==> src/rtl/vseq_pkg.sv <==
package vseq_pkg;
  localparam int SMP_W = 8;
  localparam int NIB_W = 4;

  typedef enum logic [3:0] {
    ST_IDLE,
    ST_PTR,
    ST_RUP,
    ST_TBL,
    ST_TBLW,
    ST_SRD,
    ST_SW,
    ST_NIBH,
    ST_RDN,
    ST_FIN
  } vseq_state_e;
endpackage

==> src/rtl/vseq_ramp.sv <==
module vseq_ramp #(
  parameter int UP_LEN = 128,
  parameter int DN_LEN = 256,
  parameter int MID    = 128
) (
  input  logic                     clk,
  input  logic                     rst_n,
  input  logic                     clr,
  input  logic                     step,
  input  logic                     dir_dn,
  output logic [vseq_pkg::SMP_W-1:0] val,
  output logic                     last
);
  localparam int MAXL = (UP_LEN > DN_LEN) ? UP_LEN : DN_LEN;
  localparam int CW   = $clog2(MAXL + 1);

  logic [CW-1:0] cnt_q;
  logic [31:0]   cnt32;
  logic [31:0]   num;
  logic [31:0]   den;

  always_ff @(posedge clk) begin
    if (!rst_n)      cnt_q <= '0;
    else if (clr)    cnt_q <= '0;
    else if (step)   cnt_q <= cnt_q + 1'b1;
  end

  assign cnt32 = 32'(cnt_q);

  always_comb begin
    if (dir_dn) begin
      num = 32'(MID) * (32'(DN_LEN) - cnt32);
      den = 32'(DN_LEN);
    end else begin
      num = 32'(MID) * cnt32;
      den = 32'(UP_LEN);
    end
    val  = vseq_pkg::SMP_W'(num / den);
    last = dir_dn ? (cnt32 == 32'(DN_LEN - 1)) : (cnt32 == 32'(UP_LEN - 1));
  end
endmodule

==> src/rtl/vseq_outreg.sv <==
module vseq_outreg #(
  parameter int DW = 8
) (
  input  logic          clk,
  input  logic          rst_n,
  input  logic          flush,
  input  logic          tick,
  input  logic          stg_valid,
  input  logic [DW-1:0] stg_data,
  output logic          take,
  output logic          out_valid,
  output logic [DW-1:0] out_data,
  input  logic          out_ready
);
  assign take = tick && stg_valid && (!out_valid || out_ready) && !flush;

  always_ff @(posedge clk) begin
    if (!rst_n) begin
      out_valid <= 1'b0;
      out_data  <= '0;
    end else if (flush) begin
      out_valid <= 1'b0;
    end else if (take) begin
      out_valid <= 1'b1;
      out_data  <= stg_data;
    end else if (out_ready) begin
      out_valid <= 1'b0;
    end
  end
endmodule

==> src/rtl/vseq_walk.sv <==
module vseq_walk
  import vseq_pkg::*;
#(
  parameter int NGRP      = 32,
  parameter int TBL_DEPTH = 960,
  parameter int NBLK      = 252,
  parameter int BLK_BYTES = 512,
  localparam int GW = $clog2(NGRP),
  localparam int EW = $clog2(TBL_DEPTH),
  localparam int BW = $clog2(NBLK),
  localparam int OW = $clog2(BLK_BYTES)
) (
  input  logic             clk,
  input  logic             rst_n,
  input  logic             start,
  input  logic [GW-1:0]    grp,
  input  logic             stop,
  input  logic             fmt_nib,
  input  logic             ramp_en,
  output logic             ptr_rd,
  output logic [GW-1:0]    ptr_addr,
  input  logic [2*EW-1:0]  ptr_data,
  output logic             tbl_rd,
  output logic [EW-1:0]    tbl_addr,
  input  logic [BW-1:0]    tbl_data,
  output logic             smp_rd,
  output logic [BW+OW-1:0] smp_addr,
  input  logic [SMP_W-1:0] smp_data,
  input  logic             take,
  input  logic             out_busy,
  output logic             stg_valid,
  output logic [SMP_W-1:0] stg_data,
  output logic             rmp_clr,
  output logic             rmp_step,
  output logic             rmp_dir,
  input  logic [SMP_W-1:0] rmp_val,
  input  logic             rmp_last,
  output logic             busy,
  output logic             done
);
  localparam logic [OW-1:0] OFF_LAST = OW'(BLK_BYTES - 1);

  vseq_state_e       st_q, st_after;
  logic [EW-1:0]     ent_q, last_q;
  logic [BW-1:0]     blk_q;
  logic [OW-1:0]     off_q;
  logic [SMP_W-1:0]  byte_q;
  logic              nib_q, rmp_q, done_q;
  logic              stg_free, blk_end, grp_end;
  logic [EW-1:0]     p_first, p_last;

  assign p_first  = ptr_data[EW-1:0];
  assign p_last   = ptr_data[2*EW-1:EW];
  assign stg_free = !stg_valid || take;
  assign blk_end  = (off_q == OFF_LAST);
  assign grp_end  = (ent_q == last_q);

  always_comb begin
    if (!blk_end)     st_after = ST_SRD;
    else if (!grp_end) st_after = ST_TBL;
    else if (rmp_q)   st_after = ST_RDN;
    else              st_after = ST_FIN;
  end

  always_ff @(posedge clk) begin
    if (!rst_n) begin
      st_q      <= ST_IDLE;
      ent_q     <= '0;
      last_q    <= '0;
      blk_q     <= '0;
      off_q     <= '0;
      byte_q    <= '0;
      nib_q     <= 1'b0;
      rmp_q     <= 1'b0;
      done_q    <= 1'b0;
      stg_valid <= 1'b0;
      stg_data  <= '0;
    end else begin
      done_q <= 1'b0;
      if (take) stg_valid <= 1'b0;
      if (stop) begin
        st_q      <= ST_IDLE;
        stg_valid <= 1'b0;
      end else begin
        unique case (st_q)
          ST_IDLE: if (start) begin
            nib_q <= fmt_nib;
            rmp_q <= ramp_en;
            st_q  <= ST_PTR;
          end
          ST_PTR: begin
            ent_q  <= p_first;
            last_q <= p_last;
            if (p_last < p_first) st_q <= ST_FIN;
            else if (rmp_q)       st_q <= ST_RUP;
            else                  st_q <= ST_TBL;
          end
          ST_RUP: if (stg_free) begin
            stg_valid <= 1'b1;
            stg_data  <= rmp_val;
            if (rmp_last) st_q <= ST_TBL;
          end
          ST_TBL:  st_q <= ST_TBLW;
          ST_TBLW: begin
            blk_q <= tbl_data;
            off_q <= '0;
            st_q  <= ST_SRD;
          end
          ST_SRD: if (stg_free) st_q <= ST_SW;
          ST_SW: begin
            stg_valid <= 1'b1;
            byte_q    <= smp_data;
            if (nib_q) begin
              stg_data <= {{(SMP_W-NIB_W){1'b0}}, smp_data[NIB_W-1:0]};
              st_q     <= ST_NIBH;
            end else begin
              stg_data <= smp_data;
              st_q     <= st_after;
              if (!blk_end)      off_q <= off_q + 1'b1;
              else if (!grp_end) ent_q <= ent_q + 1'b1;
            end
          end
          ST_NIBH: if (stg_free) begin
            stg_valid <= 1'b1;
            stg_data  <= {{(SMP_W-NIB_W){1'b0}}, byte_q[SMP_W-1:NIB_W]};
            st_q      <= st_after;
            if (!blk_end)      off_q <= off_q + 1'b1;
            else if (!grp_end) ent_q <= ent_q + 1'b1;
          end
          ST_RDN: if (stg_free) begin
            stg_valid <= 1'b1;
            stg_data  <= rmp_val;
            if (rmp_last) st_q <= ST_FIN;
          end
          ST_FIN: if (!stg_valid && !out_busy) begin
            done_q <= 1'b1;
            st_q   <= ST_IDLE;
          end
          default: st_q <= ST_IDLE;
        endcase
      end
    end
  end

  assign ptr_rd   = (st_q == ST_IDLE) && start && !stop;
  assign ptr_addr = grp;
  assign tbl_rd   = (st_q == ST_TBL);
  assign tbl_addr = ent_q;
  assign smp_rd   = (st_q == ST_SRD) && stg_free;
  assign smp_addr = {blk_q, off_q};
  assign rmp_dir  = (st_q == ST_RDN);
  assign rmp_step = ((st_q == ST_RUP) || (st_q == ST_RDN)) && stg_free;
  assign rmp_clr  = !((st_q == ST_RUP) || (st_q == ST_RDN));
  assign busy     = (st_q != ST_IDLE);
  assign done     = done_q;
endmodule

==> src/rtl/voice_seq_top.sv <==
module voice_seq_top #(
  parameter int NGRP      = 32,
  parameter int TBL_DEPTH = 960,
  parameter int NBLK      = 252,
  parameter int BLK_BYTES = 512,
  parameter int RAMP_UP   = 128,
  parameter int RAMP_DN   = 256,
  parameter int MID_LEVEL = 128,
  localparam int GW = $clog2(NGRP),
  localparam int EW = $clog2(TBL_DEPTH),
  localparam int BW = $clog2(NBLK),
  localparam int OW = $clog2(BLK_BYTES),
  localparam int DW = vseq_pkg::SMP_W
) (
  input  logic             clk,
  input  logic             rst_n,
  input  logic             play_start,
  input  logic [GW-1:0]    play_group,
  input  logic             play_stop,
  input  logic             fmt_nibble,
  input  logic             ramp_on,
  input  logic             tick,
  output logic             busy,
  output logic             done,
  output logic             ptr_rd,
  output logic [GW-1:0]    ptr_addr,
  input  logic [2*EW-1:0]  ptr_data,
  output logic             tbl_rd,
  output logic [EW-1:0]    tbl_addr,
  input  logic [BW-1:0]    tbl_data,
  output logic             smp_rd,
  output logic [BW+OW-1:0] smp_addr,
  input  logic [DW-1:0]    smp_data,
  output logic             out_valid,
  input  logic             out_ready,
  output logic [DW-1:0]    out_data
);
  logic          take, stg_valid;
  logic [DW-1:0] stg_data, rmp_val;
  logic          rmp_clr, rmp_step, rmp_dir, rmp_last;

  vseq_walk #(
    .NGRP(NGRP), .TBL_DEPTH(TBL_DEPTH), .NBLK(NBLK), .BLK_BYTES(BLK_BYTES)
  ) walk_i (
    .clk(clk), .rst_n(rst_n),
    .start(play_start), .grp(play_group), .stop(play_stop),
    .fmt_nib(fmt_nibble), .ramp_en(ramp_on),
    .ptr_rd(ptr_rd), .ptr_addr(ptr_addr), .ptr_data(ptr_data),
    .tbl_rd(tbl_rd), .tbl_addr(tbl_addr), .tbl_data(tbl_data),
    .smp_rd(smp_rd), .smp_addr(smp_addr), .smp_data(smp_data),
    .take(take), .out_busy(out_valid),
    .stg_valid(stg_valid), .stg_data(stg_data),
    .rmp_clr(rmp_clr), .rmp_step(rmp_step), .rmp_dir(rmp_dir),
    .rmp_val(rmp_val), .rmp_last(rmp_last),
    .busy(busy), .done(done)
  );

  vseq_ramp #(
    .UP_LEN(RAMP_UP), .DN_LEN(RAMP_DN), .MID(MID_LEVEL)
  ) ramp_i (
    .clk(clk), .rst_n(rst_n), .clr(rmp_clr), .step(rmp_step),
    .dir_dn(rmp_dir), .val(rmp_val), .last(rmp_last)
  );

  vseq_outreg #(.DW(DW)) oreg_i (
    .clk(clk), .rst_n(rst_n), .flush(play_stop), .tick(tick),
    .stg_valid(stg_valid), .stg_data(stg_data), .take(take),
    .out_valid(out_valid), .out_data(out_data), .out_ready(out_ready)
  );
endmodule

==> config.mk <==
export PLATFORM = sky130hd
export DESIGN_NAME = voice_seq_top
export DESIGN_NICKNAME = d
export VERILOG_FILES = /design/src/rtl/vseq_pkg.sv /design/src/rtl/vseq_ramp.sv /design/src/rtl/vseq_outreg.sv /design/src/rtl/vseq_walk.sv /design/src/rtl/voice_seq_top.sv
export SDC_FILE = /design/constraint.sdc
export NUM_CORES = 1
export LEC_CHECK = 0
export CORE_ASPECT_RATIO = 0.7
export CORE_MARGIN = 4
export CORE_UTILIZATION = 40
export CTS_CLUSTER_SIZE = 8
export DETAILED_ROUTE_END_ITERATION = 10
export PLACE_DENSITY = 0.69
export SYNTH_ARGS = -nofsm -noshare
export SYNTH_HDL_FRONTEND = slang
export SYNTH_SLANG_ARGS = --single-unit
==> constraint.sdc <==
create_clock -name clk -period 55.2 [get_ports clk]
set_input_delay 13.8 -clock clk [delete_from_list [all_inputs] [get_ports clk]]
set_output_delay 13.8 -clock clk [all_outputs]
set_load 0.05 [all_outputs]
==> reports/qor.txt, run 1 <==
Final number of setup-violating endpoints -> 0
Final clock skew -> 0.00920 ns
Leakage dissipation -> 5.98 nW
Post-synth EDFFs -> 0
Die area -> 0.0388 sq mm
Crit path DAT -> 51.61 ns
Warnings, synthesis -> 0
Worst EP required -> 55.42 ns
Worst hold path cell count -> 2
I/O pin count -> 95
Run status -> completed
Number of resized instances in the post-cts repair step -> 0
Type of the most critical hold path -> reg -> reg
Number of antenna violations at the first check in global routing -> 0
Total iterations of the first detailed-routing run -> 6
Post-Synthesis Cells -> 2025
Total setup buffers inserted after CTS -> 0
Terminus of the critical flop-to-flop path -> walk_i.stg_data[0]$_SDFFE_PN0P_
Overall power of the completed layout -> 940 uW
Share of post-route cells with drive strength above 1 -> 7.91%
Power density relative to cell area -> 59.7 mW/mm^2
Highest Clock Rate -> 19.5 MHz
Comb power frac -> 87.5%
Clock Pin Slew Worst Setup and Hold Paths -> 0.06 ns
Netlist area before placement -> 0.0142 sq mm
Delay contributed by the slowest stage of the critical path -> 0.88 ns
Vias per inst -> 6.50
Area after detailed placement -> 0.0154 sq mm
Source of the worst hold timing path -> walk_i.rmp_q$_SDFFE_PN0P_
Power spent charging and discharging nets -> 578 uW
Number of global-route vias before repair -> 14700
Gp weighted congestion -> 0.949
Die outline height -> 166 um
Number of buffers created by CTS -> 9
Multi-input gate area -> 0.0122 sq mm
FFs w/ async S/R, synth -> 0%
Portion of the post-synthesis area used by sequential elements -> 10.5%
Clock network fraction of design power -> 6.5%
Final instance area -> 0.0158 sq mm
Power Internal -> 362 uW
Setup Slack @ Placement -> 4.23 ns
Mapped Nets -> 2136
Switching part of the total power -> 61.5%
Area inside the core boundary -> 0.0349 sq mm
TritonCTS sink count -> 75
Library cell contributing the largest single delay on the critical path -> sky130_fd_sc_hd__or4_1
Total of max-cap violations -> 0
Period utilisation layout -> 93.1%
Wire length reported by the detailed router -> 46800 um
Final setup margin -> 3.81 ns
Setup repair after global routing missed its margin -> no
Gr usage total -> 23.0%
Most common library cell in the layout ignoring fill and taps -> sky130_fd_sc_hd__nor2_1
Detailed placer's ending HPWL -> 37400 um
Number of endpoints with negative hold slack in the final report -> 0
WS Path Type -> reg -> reg
Type of element capturing the critical path -> flip-flop
Slew at the pin closest to its max-slew limit -> 1.22 ns
Overall overflow remaining after global route -> 0
Starting density of the core -> 40.8%
Area Overhead vs Synth -> 10.5%
Drt wl/cell -> 18.5 um
Seq cells post-synth -> 75
Total of buffers placed on input and output ports -> 84
Synth unique cells -> 123
Number of cells traversed by the worst register-to-register path -> 203
Max-Slew Margin vs Limit -> 18.3%
Nets -> 2167
Most frequently used flop master after synthesis -> sky130_fd_sc_hd__dfxtp_1
Worst supply voltage drop on vdd -> 0.0311 mV
DRC viols -> 0
Clock Tree Buf Depth -> 2
CTS tree -> done
Number of pins exceeding their max-slew limit in the final report -> 0
Syn Area/Cell -> 7.04 sq um
# rows -> 57
Area share of the largest cell type after synthesis -> 10.5%
Count of non-filler cells in the finished layout -> 2533
Synth area leader -> sky130_fd_sc_hd__dfxtp_1
Area contributors post-synth -> sky130_fd_sc_hd__dfxtp_1 11%, sky130_fd_sc_hd__nor2_1 5.7%, sky130_fd_sc_hd__ha_1 5.4%
# fillers -> 3553
Max H-tree Level -> 3
First DRT Iteration DRCs -> 2141
Post-Route Setup TNS -> 0 ns
Inst Count DP -> 2517
Via total after detailed routing -> 16500
Die Width -> 234 um
First-pass GRT wire length -> 76900 um
Element type at the critical path start -> flip-flop
Largest net degree at the start of global routing -> 57
Hold Path Sink -> walk_i.rmp_q$_SDFFE_PN0P_
Area of all sequential standard cells -> 0.00150 sq mm
Final antenna diode count -> 0
Minimum clock period -> 51.39 ns
Worst-path maximum fanout -> 33
Reg2reg start -> ramp_i.cnt_q[1]$_SDFFE_PN0P_
Cell chosen for the clock root -> sky130_fd_sc_hd__clkbuf_16
Remaining number of nets flagged by the antenna check after routing -> 0
Flop pwr share -> 6.0%
Clk_lat worst skew -> 0.34 ns
Highest-count cells in the layout ignoring fill and taps -> 214 x sky130_fd_sc_hd__nor2_1, 182 x sky130_fd_sc_hd__nand2_1, 141 x sky130_fd_sc_hd__a21oi_1
Number of buffers inserted by hold repair at cts -> 0
Slack of the worst reg-to-reg path -> 3.81 ns
Most frequent cell on the critical path -> sky130_fd_sc_hd__ha_1
-- worst max path at each step --
stage | cells after the start | endpoint | startpoint | slack, ns
2_1_floorplan | 218 | walk_i.stg_data[0]$_SDFFE_PN0P_ | ramp_i.cnt_q[2]$_SDFFE_PN0P_ | 11.15
3_3_place_gp | 201 | walk_i.stg_data[0]$_SDFFE_PN0P_ | ramp_i.cnt_q[1]$_SDFFE_PN0P_ | 6.71
3_5_place_dp | 198 | walk_i.stg_data[0]$_SDFFE_PN0P_ | walk_i.st_q[3]$_SDFFE_PP0P_ | 4.23
4_1_cts | 198 | walk_i.stg_data[0]$_SDFFE_PN0P_ | walk_i.st_q[3]$_SDFFE_PP0P_ | 4.02
5_1_grt | 204 | walk_i.stg_data[0]$_SDFFE_PN0P_ | ramp_i.cnt_q[1]$_SDFFE_PN0P_ | 0.08
6_report | 203 | walk_i.stg_data[0]$_SDFFE_PN0P_ | ramp_i.cnt_q[1]$_SDFFE_PN0P_ | 3.81
-- synth_stat cells (all sizes together) (38+ instances only) --
cell,number
nor2,218
nand2,183
a21oi,145
o21ai,112
nor3,99
dfxtp,75
nand3,66
ha,62
xnor2,62
inv,59
mux2i,59
o21a,48
and2,47
nor2b,45
clkbuf,41
a211oi,38
-- per-layer routing --
layer  wire, um  GRT usage [%]  up-vias
met3       4230           4.08       54
met4        495           2.97        0
met5          0              0        -
met2      18800           32.5      831
met1      23300           36.8     7759
li1           -              -     7813
-- sequential cells by signal, summed over array words and instances (netlist names) --
name              cells
walk_i.last_q        10
walk_i.tbl_addr      10
ramp_i.cnt_q          9
walk_i.off_q          9
oreg_i.out_data       8
walk_i.blk_q          8
walk_i.stg_data       8
walk_i.byte_q         4
walk_i.st_q           4
oreg_i.out_valid      1
walk_i.done           1
walk_i.nib_q          1
walk_i.rmp_q          1
walk_i.stg_valid      1
-- metrics by stage --
stage / utilization, % / hold WS, ns
after floorplan: - / 0.453
after global placement: 44.1 / 0.473
after detailed placement: 44.1 / 0.491
after CTS: 45.0 / 0.505
after global routing: 45.1 / 0.534
final: 45.1 / 0.506
-- worst max-delay path, delay by kind of cell, from the launching register on --
family	cells	cell delay [ns]
AND/OR/NAND/NOR	86	23.15
AO/OA/AOI/OAI	79	16.71
adder cells (fa/ha/maj)	25	7.74
multiplexers	6	2.01
buffers and inverters	6	0.89
flip-flops	1	0.46
XOR/XNOR	1	0.20
-- cell families after synthesis --
family / share of synthesized area [%]
buf+inv: 4.28
flops: 10.5
mux: 5.23
compound gates: 35.1
xor+xnor: 6.03
simple gates: 33.3
fa+ha+maj: 5.58
-- area by class of cell --
cell class	count	area share, %
multi-input cells	1813	77.3
flip-flops and latches	75	9.54
repair buffers	98	6.01
well taps	472	3.75
clock buffers	9	1.43
inverters	59	1.41
clock inverters	7	0.524
-- power by group through the flow --
stage,logic [mW],registers (mW),clock network (mW)
2_1_floorplan,0.609,0.0580,0
3_3_place_gp,0.785,0.0580,0
3_5_place_dp,0.785,0.0580,0
4_1_cts,0.789,0.0568,0.0617
5_1_grt,0.885,0.0570,0.0650
6_report,0.823,0.0569,0.0609
No activity file was read; power rests on OpenSTA's default activity.
==> run 2, diff against run 1 <==
- CELL_PAD_IN_SITES_DETAIL_PLACEMENT: not set -> 1
- CELL_PAD_IN_SITES_GLOBAL_PLACEMENT: not set -> 1
- PLACE_DENSITY: 0.69 -> 0.86
==> run 2 against run 1 <==
  * First-iteration DRC count decreased by 43%
  * Via count increased by 1.6%
  * Maximum frequency increased by 0.29%
  * Clock skew increased by 0.00072 ns
  * Worst setup slack improved by 0.15 ns
  * Non-clock buffer count decreased by 1
  * Power increased by 2.9%
  * Utilization increased by 0.075 points
  * Largest cell class unchanged
  * Register-to-register slack improved by 0.15 ns
  * Cell count about the same
  * Clock power decreased by 4.8%
  * Count of clock-buffer cells in the layout unchanged
==> reports/qor.txt, run 2 (synthesis results as in run 1) <==
Most frequent cell on the critical path -> sky130_fd_sc_hd__ha_1
Number of buffers inserted by hold repair at cts -> 0 (unchanged)
Die Width -> 234 um (unchanged)
Largest net degree at the start of global routing -> 57 (unchanged)
CTS tree -> done
Starting density of the core -> 40.8% (unchanged)
Area inside the core boundary -> 0.0349 sq mm (unchanged)
Type of element capturing the critical path -> flip-flop
Number of buffer and inverter instances along the worst setup path -> 5 (-1)
Slew at the pin closest to its max-slew limit -> 1.23 ns (+0.0119 ns)
Worst supply voltage drop on vdd -> 0.0325 mV (+4.6%)
Worst EP required -> 55.43 ns (about the same)
Highest Clock Rate -> 19.5 MHz (+0.29%)
Endpoint of the most critical setup path -> walk_i.stg_data[0]$_SDFFE_PN0P_
Total of max-cap violations -> 0 (unchanged)
Area of all sequential standard cells -> 0.00150 sq mm (about the same)
Clock network fraction of design power -> 6.0% (-0.5 points)
Minimum clock period -> 51.24 ns (-0.149 ns)
Max H-tree Level -> 3 (unchanged)
Cell chosen for the clock root -> sky130_fd_sc_hd__clkbuf_16
Number of buffers created by CTS -> 9 (unchanged)
Final number of setup-violating endpoints -> 0 (unchanged)
Setup Slack @ Placement -> 2.96 ns (-1.27 ns)
Nets -> 2166 (-0.046%)
Final instance area -> 0.0158 sq mm (+0.17%)
Clock Pin Slew Worst Setup and Hold Paths -> 0.07 ns (about the same)
TritonCTS sink count -> 75 (unchanged)
Final clock skew -> 0.00993 ns (+0.000721 ns)
Terminus of the critical flop-to-flop path -> walk_i.stg_data[0]$_SDFFE_PN0P_
Power density relative to cell area -> 61.4 mW/mm^2 (+2.8%)
Most common library cell in the layout ignoring fill and taps -> sky130_fd_sc_hd__nor2_1
Comb power frac -> 88.1% (+0.6 points)
Max-Slew Margin vs Limit -> 17.5% (-0.80 points)
Library cell contributing the largest single delay on the critical path -> sky130_fd_sc_hd__or4_4
Clk_lat worst skew -> 0.35 ns (about the same)
Area Overhead vs Synth -> 10.7%
Multi-input gate area -> 0.0122 sq mm (+0.39%)
Delay contributed by the slowest stage of the critical path -> 0.68 ns (-0.20 ns)
Overall power of the completed layout -> 968 uW (+2.9%)
Leakage dissipation -> 5.98 nW (about the same)
Run status -> completed
I/O pin count -> 95 (unchanged)
Via total after detailed routing -> 16700 (+1.6%)
Clock Tree Buf Depth -> 2 (unchanged)
Power spent charging and discharging nets -> 609 uW (+5.3%)
# rows -> 57 (unchanged)
Reg2reg start -> ramp_i.cnt_q[1]$_SDFFE_PN0P_
# fillers -> 4469 (+26%)
Overall overflow remaining after global route -> 0 (unchanged)
Area after detailed placement -> 0.0154 sq mm (about the same)
Number of pins exceeding their max-slew limit in the final report -> 0 (unchanged)
WS Path Type -> reg -> reg
Period utilisation layout -> 92.8% (-0.27 points)
Type of the most critical hold path -> reg -> reg
Share of post-route cells with drive strength above 1 -> 8.30% (+0.39 points)
Die area -> 0.0388 sq mm (unchanged)
DRC viols -> 0 (unchanged)
Worst hold path cell count -> 2 (unchanged)
Switching part of the total power -> 62.9% (+1.4 points)
Element type at the critical path start -> flip-flop
Drt wl/cell -> 21.8 um (+18%)
Highest-count cells in the layout ignoring fill and taps -> 212 x sky130_fd_sc_hd__nor2_1, 182 x sky130_fd_sc_hd__nand2_1, 139 x sky130_fd_sc_hd__a21oi_1
Crit path DAT -> 51.47 ns (-0.14 ns)
Final setup margin -> 3.96 ns (+0.149 ns)
Top cell family by delay on the critical path -> simple AND/OR/NAND/NOR gates
Setup repair after global routing missed its margin -> no
Post-Route Setup TNS -> 0 ns (unchanged)
Critical path launch point -> ramp_i.cnt_q[1]$_SDFFE_PN0P_
Gr usage total -> 27.1% (+4.0 points)
Vias per inst -> 6.61 (+1.7%)
Worst-path maximum fanout -> 33 (unchanged)
Total iterations of the first detailed-routing run -> 5 (-1)
Number of stages on the worst setup path -> 202 (-0.49%)
Number of endpoints with negative hold slack in the final report -> 0 (unchanged)
Slack of the worst reg-to-reg path -> 3.96 ns (+0.15 ns)
Detailed placer's ending HPWL -> 44300 um (+18%)
First DRT Iteration DRCs -> 1211 (-43%)
Flop pwr share -> 5.9% (about the same)
First-pass GRT wire length -> 88800 um (+15%)
Gp weighted congestion -> 0.945 (-0.47%)
Total of buffers placed on input and output ports -> 84 (unchanged)
Number of antenna violations at the first check in global routing -> 2 (+2)
Remaining number of nets flagged by the antenna check after routing -> 0 (unchanged)
Die outline height -> 166 um (unchanged)
Number of cells traversed by the worst register-to-register path -> 202 (-0.49%)
Number of global-route vias before repair -> 16400 (+12%)
Power Internal -> 359 uW (-0.87%)
Final antenna diode count -> 0 (unchanged)
Wire length reported by the detailed router -> 55200 um (+18%)
## run 2: cell count changes in the layout (fill, tap and decap cells not counted), moves of 2 or more
cell,delta
sky130_fd_sc_hd__a21oi_1,-2
sky130_fd_sc_hd__a21oi_2,+2
sky130_fd_sc_hd__nor2_1,-2
sky130_fd_sc_hd__clkinv_4,+2
sky130_fd_sc_hd__nor2_4,+2
## run 2: area by class of cell
cell class / instances / share of cell area [%]
clock buffer: 9 / 1.43
clock inverter: 7 / 0.444
inverter: 59 / 1.40
multi-input combinational: 1813 / 77.5
sequential: 75 / 9.52
tap: 472 / 3.74
timing repair buffer: 97 / 5.95
## run 2: routing by layer
layer	share of wire (%)	vias up	global-route usage, %
li1	-	7798	-
met1	48	8292	40.2
met2	44	557	41.4
met3	6.8	76	4.49
met4	1.5	2	4.96
met5	0.024	-	0
## run 2: power groups by stage
stage / combinational, mW / sequential [mW] / clock [mW]
2_1_floorplan: 0.609 / 0.0580 / 0
3_3_place_gp: 0.795 / 0.0580 / 0
3_5_place_dp: 0.816 / 0.0581 / 0
4_1_cts: 0.821 / 0.0569 / 0.0587
5_1_grt: 0.919 / 0.0571 / 0.0614
6_report: 0.853 / 0.0569 / 0.0580
## run 2: stage by stage
stage	hold WS, ns	std cells	utilization [%]
2_1_floorplan	0.453	2025	-
3_3_place_gp	0.468	2516	44.1
3_5_place_dp	0.496	2516	44.1
4_1_cts	0.506	2532	44.9
5_1_grt	0.526	2532	45.1
6_report	0.513	2532	45.1
## run 2: what timing repair did
action                                  4_1_cts  5_1_grt
endpoints found under the setup margin        0        2
endpoints found under the hold margin         0        0
setup buffers                                 0        0
gates resized for setup                       0       19
## run 2: worst reg2reg max path: cells and delay by family, from the launching register on
kind | cells | cell delay, ns
AND/OR/NAND/NOR | 88 | 23.35
AO/OA/AOI/OAI | 77 | 16.49
adder cells (fa/ha/maj) | 25 | 7.76
multiplexers | 6 | 2.00
buffers and inverters | 5 | 0.85
flip-flops | 1 | 0.46
XOR/XNOR | 1 | 0.20
## run 2: worst min path at each step
stage / from / endpoint / slack, ns
after detailed placement: walk_i.rmp_q$_SDFFE_PN0P_ / walk_i.rmp_q$_SDFFE_PN0P_ / 0.50
after floorplan: walk_i.rmp_q$_SDFFE_PN0P_ / walk_i.rmp_q$_SDFFE_PN0P_ / 0.45
after CTS: walk_i.rmp_q$_SDFFE_PN0P_ / walk_i.rmp_q$_SDFFE_PN0P_ / 0.51
after global routing: walk_i.rmp_q$_SDFFE_PN0P_ / walk_i.rmp_q$_SDFFE_PN0P_ / 0.53
after global placement: walk_i.off_q[8]$_SDFFE_PN0P_ / walk_i.off_q[8]$_SDFFE_PN0P_ / 0.47
final: walk_i.rmp_q$_SDFFE_PN0P_ / walk_i.rmp_q$_SDFFE_PN0P_ / 0.51
